$ cat src/rtl/e3tp_pkg.sv
package e3tp_pkg;
  typedef enum logic [1:0] {
    TM_LOOP         = 2'd0,
    TM_LOCAL_MASTER = 2'd1,
    TM_LOCAL_SLAVE  = 2'd2
  } tmode_e;

  function automatic tmode_e decode_tmode(input logic loop_sel, input logic master_sel);
    if (loop_sel)   return TM_LOOP;
    if (master_sel) return TM_LOCAL_MASTER;
    return TM_LOCAL_SLAVE;
  endfunction
endpackage

$ cat src/rtl/e3tp_tick_sel.sv
module e3tp_tick_sel
  import e3tp_pkg::*;
(
  input  logic cfg_loop,
  input  logic cfg_master,
  input  logic rx_line_tick,
  input  logic tx_local_tick,
  input  logic term_fstart,
  output logic bit_tick,
  output logic fs_hit
);
  tmode_e mode;

  always_comb begin
    mode = decode_tmode(cfg_loop, cfg_master);
    unique case (mode)
      TM_LOOP:  bit_tick = rx_line_tick;
      default:  bit_tick = tx_local_tick;
    endcase
    fs_hit = (mode == TM_LOCAL_SLAVE) && bit_tick && term_fstart;
  end
endmodule

$ cat src/rtl/e3tp_bit_cnt.sv
module e3tp_bit_cnt #(
  parameter int FRAME_BITS = 1536,
  parameter int NIB_W      = 4
) (
  input  logic clk,
  input  logic rst,
  input  logic cfg_nibble,
  input  logic bit_tick,
  input  logic fs_hit,
  output logic nib_start,
  output logic first_bit,
  output logic term_frame,
  output logic misalign
);
  localparam int CNT_W = $clog2(FRAME_BITS);
  localparam int NB_W  = $clog2(NIB_W);
  localparam logic [CNT_W-1:0] LAST_IDX  = CNT_W'(FRAME_BITS - 1);
  localparam logic [CNT_W-1:0] NIB_FIRST = CNT_W'(FRAME_BITS - NIB_W);
  localparam logic [CNT_W-1:0] ZERO_IDX  = '0;

  logic [CNT_W-1:0] cnt_q;
  logic [CNT_W-1:0] idx;
  logic             mis_q;

  always_comb begin
    idx        = fs_hit ? ZERO_IDX : cnt_q;
    nib_start  = (idx[NB_W-1:0] == '0);
    first_bit  = (idx == ZERO_IDX);
    term_frame = cfg_nibble ? (cnt_q >= NIB_FIRST) : (cnt_q == LAST_IDX);
  end

  always_ff @(posedge clk) begin
    if (rst) begin
      cnt_q <= '0;
      mis_q <= 1'b0;
    end else begin
      if (bit_tick)
        cnt_q <= (idx == LAST_IDX) ? ZERO_IDX : idx + CNT_W'(1);
      if (fs_hit && (cnt_q != ZERO_IDX))
        mis_q <= 1'b1;
    end
  end

  assign misalign = mis_q;
endmodule

$ cat src/rtl/e3tp_capture.sv
module e3tp_capture #(
  parameter int NIB_W = 4
) (
  input  logic             clk,
  input  logic             rst,
  input  logic             cfg_nibble,
  input  logic             bit_tick,
  input  logic             nib_start,
  input  logic             first_bit,
  input  logic             term_ser,
  input  logic [NIB_W-1:0] term_nib,
  output logic             term_tick,
  output logic             out_valid,
  output logic             out_bit,
  output logic             out_sof
);
  logic [NIB_W-1:0] sh_q;
  logic             load;
  logic             nxt_bit;

  always_comb begin
    load      = cfg_nibble && bit_tick && nib_start;
    term_tick = cfg_nibble ? load : bit_tick;
    if (!cfg_nibble)
      nxt_bit = term_ser;
    else if (load)
      nxt_bit = term_nib[NIB_W-1];
    else
      nxt_bit = sh_q[NIB_W-1];
  end

  always_ff @(posedge clk) begin
    if (rst) begin
      sh_q      <= '0;
      out_valid <= 1'b0;
      out_bit   <= 1'b0;
      out_sof   <= 1'b0;
    end else begin
      if (load)
        sh_q <= {term_nib[NIB_W-2:0], 1'b0};
      else if (bit_tick)
        sh_q <= {sh_q[NIB_W-2:0], 1'b0};
      out_valid <= bit_tick;
      out_sof   <= bit_tick && first_bit;
      if (bit_tick)
        out_bit <= nxt_bit;
    end
  end
endmodule

$ cat src/rtl/e3_tx_payload_in.sv
module e3_tx_payload_in #(
  parameter int FRAME_BITS = 1536,
  parameter int NIB_W      = 4
) (
  input  logic             clk,
  input  logic             rst,
  input  logic             cfg_nibble,
  input  logic             cfg_loop,
  input  logic             cfg_master,
  input  logic             rx_line_tick,
  input  logic             tx_local_tick,
  input  logic             term_ser,
  input  logic [NIB_W-1:0] term_nib,
  input  logic             term_fstart,
  output logic             term_tick,
  output logic             term_frame,
  output logic             out_valid,
  output logic             out_bit,
  output logic             out_sof,
  output logic             misalign
);
  logic bit_tick;
  logic fs_hit;
  logic nib_start;
  logic first_bit;

  e3tp_tick_sel u_tick (
    .cfg_loop      (cfg_loop),
    .cfg_master    (cfg_master),
    .rx_line_tick  (rx_line_tick),
    .tx_local_tick (tx_local_tick),
    .term_fstart   (term_fstart),
    .bit_tick      (bit_tick),
    .fs_hit        (fs_hit)
  );

  e3tp_bit_cnt #(.FRAME_BITS(FRAME_BITS), .NIB_W(NIB_W)) u_cnt (
    .clk        (clk),
    .rst        (rst),
    .cfg_nibble (cfg_nibble),
    .bit_tick   (bit_tick),
    .fs_hit     (fs_hit),
    .nib_start  (nib_start),
    .first_bit  (first_bit),
    .term_frame (term_frame),
    .misalign   (misalign)
  );

  e3tp_capture #(.NIB_W(NIB_W)) u_cap (
    .clk        (clk),
    .rst        (rst),
    .cfg_nibble (cfg_nibble),
    .bit_tick   (bit_tick),
    .nib_start  (nib_start),
    .first_bit  (first_bit),
    .term_ser   (term_ser),
    .term_nib   (term_nib),
    .term_tick  (term_tick),
    .out_valid  (out_valid),
    .out_bit    (out_bit),
    .out_sof    (out_sof)
  );
endmodule

$ cat config.mk
export PLATFORM = sky130hd
export DESIGN_NAME = e3_tx_payload_in
export DESIGN_NICKNAME = d
export VERILOG_FILES = /design/src/rtl/e3tp_pkg.sv /design/src/rtl/e3tp_tick_sel.sv /design/src/rtl/e3tp_bit_cnt.sv /design/src/rtl/e3tp_capture.sv /design/src/rtl/e3_tx_payload_in.sv
export SDC_FILE = /design/constraint.sdc
export NUM_CORES = 1
export LEC_CHECK = 0
export ABC_AREA = 1
export BUFFER_PORTS_ARGS = -buffer_cell sky130_fd_sc_hd__buf_2
export CAP_MARGIN = 30
export CORE_ASPECT_RATIO = 1.2
export CORE_MARGIN = 2
export CORE_UTILIZATION = 45
export DETAILED_ROUTE_END_ITERATION = 16
export PLACE_DENSITY = 0.64
export SLEW_MARGIN = 30
export SYNTH_ARGS = -nofsm -noshare
export SYNTH_HDL_FRONTEND = slang
export SYNTH_SLANG_ARGS = --single-unit
$ cat constraint.sdc
create_clock -name clk -period 2 [get_ports clk]
set_clock_uncertainty 0.1 [all_clocks]
set_input_delay 0.4 -clock clk [delete_from_list [all_inputs] [get_ports clk]]
set_output_delay 0.4 -clock clk [all_outputs]
set_load 0.005 [all_outputs]
# Word level (Yosys, flattened, before mapping)
# Index checks and enable logic that the tools add are counted.
# W data, S select, Z words.
dict set report word_totals {
  word_cells 38
  mem_bits_rw 0
  latchBits 0
  memories 0
  reg_bits 18
  romBits 0
}
dict set report classes {
  n_shift 0
  magnitude_cmp 1
  reduce_logical 11
  eq_ne 3
  bitwise_logic 0
  div 0
  n_addsub 1
  muxes 16
  mul 0
}
# op count
set ops {}
lappend ops {{$eq A11 B11 Y1 const B} 2}
lappend ops {{$mux W11} 2}
lappend ops {{$add A11 B1 Y11 const B} 1}
lappend ops {{$ge A11 B11 Y1 const B} 1}
lappend ops {{$logic_not A11 Y1} 1}
lappend ops {{$reduce_bool A11 Y1} 1}
lappend ops {{$mux W1} 8}
lappend ops {{$mux W2} 4}
lappend ops {{$mux W4} 2}
lappend ops {{$logic_and A1 B1 Y1} 6}
lappend ops {{$logic_not A2 Y1} 2}
lappend ops {{$eq A2 B2 Y1 const B} 1}
lappend ops {{$reduce_bool A2 Y1} 1}

# Depth between registers and ports, before layout
# Gate-level depths: netlist of the first run.
dict set report depth {
  depth_word 13
  mapped_depth 14
}

# Hierarchy
# A second synthesis of the first run with hierarchy kept.
dict set report unflattened {
  hier_cells 184
  area_unflattened_um2 1229.9
}
# module area_each_um2 cells_per_inst n_inst
set by_module_without_submodules {}
lappend by_module_without_submodules {e3tp_bit_cnt 903.4 134 1}
lappend by_module_without_submodules {e3tp_capture 295.3 43 1}
lappend by_module_without_submodules {e3tp_tick_sel 31.3 7 1}

# Least setup slack after synthesis of the first run
# No wires, ideal clock.
dict set report synth_timing {
  kind {input to register}
  start {input port term_fstart}
  end {register u_cnt.cnt_q[9]}
  t_arrival_ns 1.742
  required_time_ns 1.780
  n_path_buf 1
  setup_slack_ns 0.039
  cell_stages 12
  path_cell_list {inv_1 nor2_1 nand2_4 buf_8 inv_2 nor2_1 ha_1 nand3_1 nor2_4 nand4_2 nand2_4 o21bai_2}
}
dict set report synth_via {
  elab_chain_len 4
  elab_cells_between_ends 5
}
# element line
set synth_lines {}
lappend synth_lines {{from (decl)} e3_tx_payload_in.sv:14} ;# input logic term_fstart,
lappend synth_lines {{$logic_and A1 B1 Y1 (*)} e3tp_tick_sel.sv:20} ;# fs_hit = (mode == TM_LOCAL_SLAVE) && bit_tick && term_fstart;
lappend synth_lines {{$mux W11 (*)} e3tp_bit_cnt.sv:26} ;# idx = fs_hit ? ZERO_IDX : cnt_q;
lappend synth_lines {{$add A11 B1 Y11 or $eq A11 B11 Y1 (tied branches)} e3tp_bit_cnt.sv:38} ;# cnt_q <= (idx == LAST_IDX) ? ZERO_IDX : idx + CNT_W'(1);
lappend synth_lines {{$mux W11 (*)} e3tp_bit_cnt.sv:38}
lappend synth_lines {{to (signal assigned)} e3tp_bit_cnt.sv:38}
lappend synth_lines {{to (decl)} e3tp_bit_cnt.sv:21} ;# logic [CNT_W-1:0] cnt_q;
# Every way passes the cells marked *; elsewhere a longest branch is shown, timed or not.
# A chain may end at the register's enable or synchronous reset.

# Worst setup path after layout of the first run
dict set report layout_timing {
  start {register u_cnt.cnt_q[2]}
  end {output port term_frame}
}
dict set report layout_via {
  elab_chain_len 2
  elab_cells_between_ends 3
}
# element line
set layout_lines {}
lappend layout_lines {{$ge A11 B11 Y1 or $eq A11 B11 Y1 (tied branches)} e3tp_bit_cnt.sv:29} ;# term_frame = cfg_nibble ? (cnt_q >= NIB_FIRST) : (cnt_q == LAST_IDX);
lappend layout_lines {{$mux W1 (*)} e3tp_bit_cnt.sv:29}
lappend layout_lines {{to (decl)} e3_tx_payload_in.sv:16} ;# output logic term_frame,
# Marked as above.

==> results of run 1 <==
-- cells in the mapped netlist --
cell | n | area (sq um)
nor2_2 | 3 | 18.77
inv_1 | 27 | 101.4
dfxtp_1 | 18 | 360.4
nand2_2 | 1 | 6.260
nand3_2 | 1 | 10.01
nand2_1 | 33 | 123.9
nand3_1 | 23 | 115.1
clkbuf_1 | 1 | 3.750
nor2_1 | 14 | 52.55
a21oi_1 | 5 | 25.02
nand3b_1 | 1 | 7.510
o21bai_2 | 2 | 22.52
o41ai_1 | 1 | 8.760
nor2_4 | 3 | 33.78
ha_1 | 2 | 25.02
o211ai_1 | 1 | 7.510
nor3_1 | 2 | 10.01
buf_2 | 1 | 5.000
o22ai_1 | 7 | 43.79
nand3_4 | 1 | 17.52
o21ai_2 | 1 | 8.760
buf_8 | 1 | 15.01
nand4_1 | 6 | 37.54
inv_2 | 4 | 15.01
nand2_4 | 2 | 22.52
o21ai_0 | 7 | 35.03
nand4_2 | 2 | 25.02
o21ai_1 | 3 | 15.01
-- area by class of cell --
class	count	area (sq um)	area share
well taps	33	41.29	0.02902
repair buffers	27	157.7	0.1108
clock buffers	4	36.28	0.02551
inverters	31	116.4	0.08179
multi-input cells	121	704.4	0.4952
flip-flops and latches	18	366.6	0.2577
-- state kept, by name (all words and copies together), names as in the netlist --
register	flops
u_cap.out_bit	1
u_cap.out_sof	1
u_cap.out_valid	1
u_cap.sh_q	3
u_cnt.cnt_q	11
u_cnt.misalign	1
-- cells by family (layout without fill, tap and decap cells) --
family	Yosys count	after routing
simple gates	92	92
compound gates	27	27
buf+inv	34	62
fa+ha+maj	2	2
flops	18	18
-- metal layers --
metal | vias to the layer above | wire length, um
met5 | - | 0
met1 | 578 | 1274
met3 | 4 | 120
met4 | 0 | 25
met2 | 29 | 1521
li1 | 629 | -
-- where the power goes --
| group | leakage [uW] | total (uW) | internal [uW] | switching [uW] |
|---|---|---|---|---|
| registers | 0.000149 | 376 | 370 | 5.33 |
| clock network | 0.0000210 | 237 | 111 | 126 |
| logic | 0.000509 | 121 | 49.2 | 72.2 |
| total | 0.000678 | 734 | 531 | 203 |
-- worst min-delay path: cells and delay by family --
family          cells  cell delay, ns
buf+inv             1            0.07
compound gates      2            0.12
-- per-stage QoR --
stage / utilization / std cells / instance area (sq um)
finish: 0.5685 / 234 / 1423
global route: 0.5685 / 234 / 1423
CTS: 0.5550 / 234 / 1389
detailed placement: 0.5385 / 230 / 1348
global placement: 0.5385 / 230 / 1348
floorplan: - / 173 / 1172
-- worst paths after layout --
check	startpoint	to	cells after the start
setup / recovery	u_cnt.cnt_q[2]	term_frame	5
hold / removal	term_nib[2]	u_cap.sh_q[3]	3
setup reg to reg	u_cnt.cnt_q[1]	u_cnt.cnt_q[1]	8
hold reg to reg	u_cap.sh_q[1]	u_cap.sh_q[1]	2
-- repair_timing --
action,4_1_cts,5_1_grt
endpoints found under the hold margin,0,0
endpoints found under the setup margin,2,2
gates resized for setup,3,10
gates cloned,0,0
==> impl_metrics.yaml, run 1 <==
setup_path:
  crit_fanout: 6
  cpMostUsedCell: "inv_1"
  required_ns: 1.50
  slowest_delay_ns: 0.41
  critPathBufInv: 3
  cp-end-kind: "primary output"
  crit_path_start_kind: "register"
  cp_slowest_cell: "dfxtp_2"
  cp_top_family: "flip-flops"
  critPathArrivalTime_ns: 1.43
  reg2reg_slack_ns: 0.34
  critPathKind: "reg -> out"
  crit_chain: "inv_1 > o41ai_2 > nand3_1 > inv_1 > buf_2"
logic_synthesis:
  syn_area_sq_mm: 0.001172
  synthDistinctLibCells: 28
  syn_avg_cell_area_sq_um: 6.777
  ys.warnings.count: 0
  synth_compound_area_frac: 0.1419
  synth-xor-area-share: 0
  syn-num-nets: 188
  synth_adder_area_share: 0.02134
  synthCells: 173
  ys_seq_area_frac: 0.3074
  synth-simple-area-share: 0.4098
  ys_seq_elements: 18
  synth_top_family_by_area: "simple AND/OR/NAND/NOR gates"
  muxShareOfSynthArea: 0
global_routing:
  use_met2: 0.3835
  met1_usage: 0.2523
  antenna_found_initial: 0
  use_met3: 0.02750
  grt_pass1_vias: 1168
  grt_pass1_wl_um: 4919
  grt_overflow: 0
  grt_max_degree: 16
  grtUsageTotal: 0.2126
  busiest_layer: "met2"
cells_and_area:
  drive_above_1_share: 0.3085
  area_growth_pct: 21.34
  fill_cells: 257
  diodes: 0
  finalNetCount: 217
  mostFrequentLayoutCells: "33 x nand2_1, 27 x inv_1, 22 x nand3_1"
  final_common_cell: "nand2_1"
detailed_routing:
  route.detailed.drc: 0
  vias_per_cell: 5.299
  antenna_left: 0
  initialDrtViolationCount: 54
  drt_first_pass_iters: 4
  drt_wl_total_um: 2942
  vias: 1240
  wire_per_inst_um: 12.57
clocking:
  clk_latency_ns: 0.31
  cts.reportedPaths.clkPinSlew_ns: 0.11
  numCtsBuffers: 3
  cts_hold_buf: 0
  post-cts-setup-buffer-count: 0
  cts.sinks: 18
  root_buffer: "clkbuf_4"
  tritoncts: "built"
  htree_levels: 1
  clock_path_buffers: 2
sta:
  period_minus_slack_ns: 1.932
  whs_ns: 0.2071
  final_max_slew_viol_count: 0
  slew_headroom: 0.8186
  worst_slew_pin_slew_ns: 0.2692
  report.final.setup_viol: 0
  timing.fmax_ghz: 0.5177
  fin_setup_tns_ns: 0
  setup_slack_ns: 0.06847
  period_share: 0.9658
  finalHoldViolations: 0
place:
  pre_cts_ws_ns: 0.0004837
  dpl.hpwl_um: 2247
  io_buffers: 18
  gp_congestion: 0.8219
power:
  power.density_mw_per_mm2: 515.8
  p_leak_uw: 0.0006782
  power_uw: 733.7
  peakVddDrop_v: 0.0003202
outcome:
  status: "finished clean"
worst_hold_path:
  hold_class: "in -> reg"
floorplanning:
  die_width_um: 50.60
  core_area_sq_mm: 0.002502
  ios: 19
  num_rows: 20
  dieArea_sq_mm: 0.003031
  fp.dieH_um: 59.92
  start_util: 0.4685
job:
  drv_cap: 0
Power figures use the tool's default switching activity.
==> run 2, diff against run 1 <==
--- a/config.mk
+++ b/config.mk
@@ -12,7 +12,7 @@
 export CORE_MARGIN = 2
 export CORE_UTILIZATION = 45
 export DETAILED_ROUTE_END_ITERATION = 16
-export PLACE_DENSITY = 0.64
+export PLACE_DENSITY = 0.71
 export SLEW_MARGIN = 30
 export SYNTH_ARGS = -nofsm -noshare
 export SYNTH_HDL_FRONTEND = slang
==> run 2 against run 1 <==
Final area grew 0.18%; power grew 0.80%; combinational power is essentially flat; first-iteration DRC count grew 24%.
==> impl_metrics.yaml, run 2 (synthesized netlist as in run 1, its figures left out) <==
setup_path:
  critPathKind: "reg -> out"
  slowest_delay_ns: 0.37
  cp-end-kind: "primary output"
  cp_slowest_cell: "dfxtp_1"
  critPathBufInv: 3
  crit_chain: "inv_1 > nor2_2 > inv_1 > ha_1 > nand3_1 > o21ai_0 > buf_2"
  cpMostUsedCell: "inv_1"
  cp_top_family: "flip-flops"
  ff2ff_path_depth: 8
  critPathArrivalTime_ns: 1.45
  crit_path_start_kind: "register"
  crit_cells: 7
  required_ns: 1.50
  crit_fanout: 3
detailed_routing:
  antenna_left: 0
  drt_first_pass_iters: 4
  vias: 1289
  drt_wl_total_um: 3104
  vias_per_cell: 5.462
  initialDrtViolationCount: 67
  route.detailed.drc: 0
  wire_per_inst_um: 13.15
floorplanning:
  fp.dieH_um: 59.92
  dieArea_sq_mm: 0.003031
  ios: 19
  core_area_sq_mm: 0.002502
  start_util: 0.4685
  num_rows: 20
  die_width_um: 50.60
place:
  gp_congestion: 0.8849
  dpl.hpwl_um: 2379
  placed_cells: 232
  pre_cts_ws_ns: -0.01832
  io_buffers: 18
sta:
  period_minus_slack_ns: 1.949
  finalHoldViolations: 0
  report.final.setup_viol: 0
  fin_setup_tns_ns: 0
  worst_slew_pin_slew_ns: 0.3082
  timing.fmax_ghz: 0.5132
  setup_slack_ns: 0.05130
  period_share: 0.9743
  slew_headroom: 0.7937
  final_max_slew_viol_count: 0
cells_and_area:
  largest_reg_flops: 11
  reg.largest.list: "u_cnt.cnt_q (11), u_cap.sh_q (3)"
  final_common_cell: "nand2_1"
  postLayoutCoreUtil: 0.5695
  fin_cells: 236
  area_growth_pct: 21.56
  mostFrequentLayoutCells: "33 x nand2_1, 27 x inv_1, 23 x nand3_1"
  diodes: 0
  finalNetCount: 219
  largest-register: "u_cnt.cnt_q"
  drive_above_1_share: 0.2956
  fill_cells: 250
clocking:
  post-cts-setup-buffer-count: 0
  tritoncts: "built"
  clk_latency_ns: 0.31
  htree_levels: 1
  clock_path_buffers: 2
  numCtsBuffers: 3
  root_buffer: "clkbuf_4"
  cts.sinks: 18
  cts.reportedPaths.clkPinSlew_ns: 0.12
power:
  peakVddDrop_v: 0.0004512
  p_leak_uw: 0.0006853
  power_uw: 739.6
  power.density_mw_per_mm2: 519.0
job:
  drv_cap: 0
worst_hold_path:
  holdPathStages: 3
  hold_class: "in -> reg"
global_routing:
  grt_pass1_vias: 1263
  grt_max_degree: 16
  grt_pass1_wl_um: 5154
  grtUsageTotal: 0.2225
  antenna_found_initial: 0
  grt_overflow: 0
outcome:
  status: "finished clean"
==> run 2: where the power goes <==
group          internal [uW]  leakage, uW  switching, uW
registers                370     0.000147           5.36
logic                   48.2     0.000517           71.7
clock network            111    0.0000210            133
==> run 2: cell type report <==
type | count | area (sq um) | share of cell area
clock buffer | 4 | 36.28 | 0.02546
inverter | 31 | 118.9 | 0.08341
multi-input combinational | 121 | 691.9 | 0.4855
sequential | 18 | 364.1 | 0.2555
tap | 33 | 41.29 | 0.02897
timing repair buffer | 29 | 172.7 | 0.1212
==> run 2: path summary, 6_finish.rpt <==
check                      start        endpoint  slack, ns
setup / recovery  u_cnt.cnt_q[1]       term_tick       0.05
hold / removal       term_nib[2]   u_cap.sh_q[3]       0.21
setup reg to reg  u_cnt.cnt_q[1]  u_cnt.cnt_q[3]       0.31
hold reg to reg    u_cap.sh_q[1]   u_cap.sh_q[1]       0.38
==> run 2: timing repair <==
| action | 4_1_cts | 5_1_grt |
|---|---|---|
| pin swaps | 0 | 0 |
| endpoints found under the setup margin | 1 | 2 |
| hold buffers | 0 | 0 |
| gates resized for setup | 2 | 7 |
==> run 2: worst reg2reg max path: stages (launching register included) <==
cell	delay (ns)
dfxtp_1	0.37
inv_1	0.09
nor2_2	0.14
ha_1	0.18
nand3_1	0.14
nor2_4	0.18
nand4_2	0.16
nand2_4	0.16
o22ai_1	0.08
==> run 2: layer usage <==
layer,global-route usage,up-vias,routed length [um]
met4,0.1158,0,72
met5,0,-,0
met1,0.2550,593,1234
li1,-,631,-
met2,0.4098,56,1627
met3,0.02000,9,168
==> run 2: metrics by stage <==
| stage | area [sq um] | hold slack (ns) |
|---|---|---|
| floorplan | 1172 | 0.3435 |
| global placement | 1363 | 0.3548 |
| detailed placement | 1363 | 0.3625 |
| CTS | 1408 | 0.2237 |
| global route | 1425 | 0.2477 |
| finish | 1425 | 0.2098 |
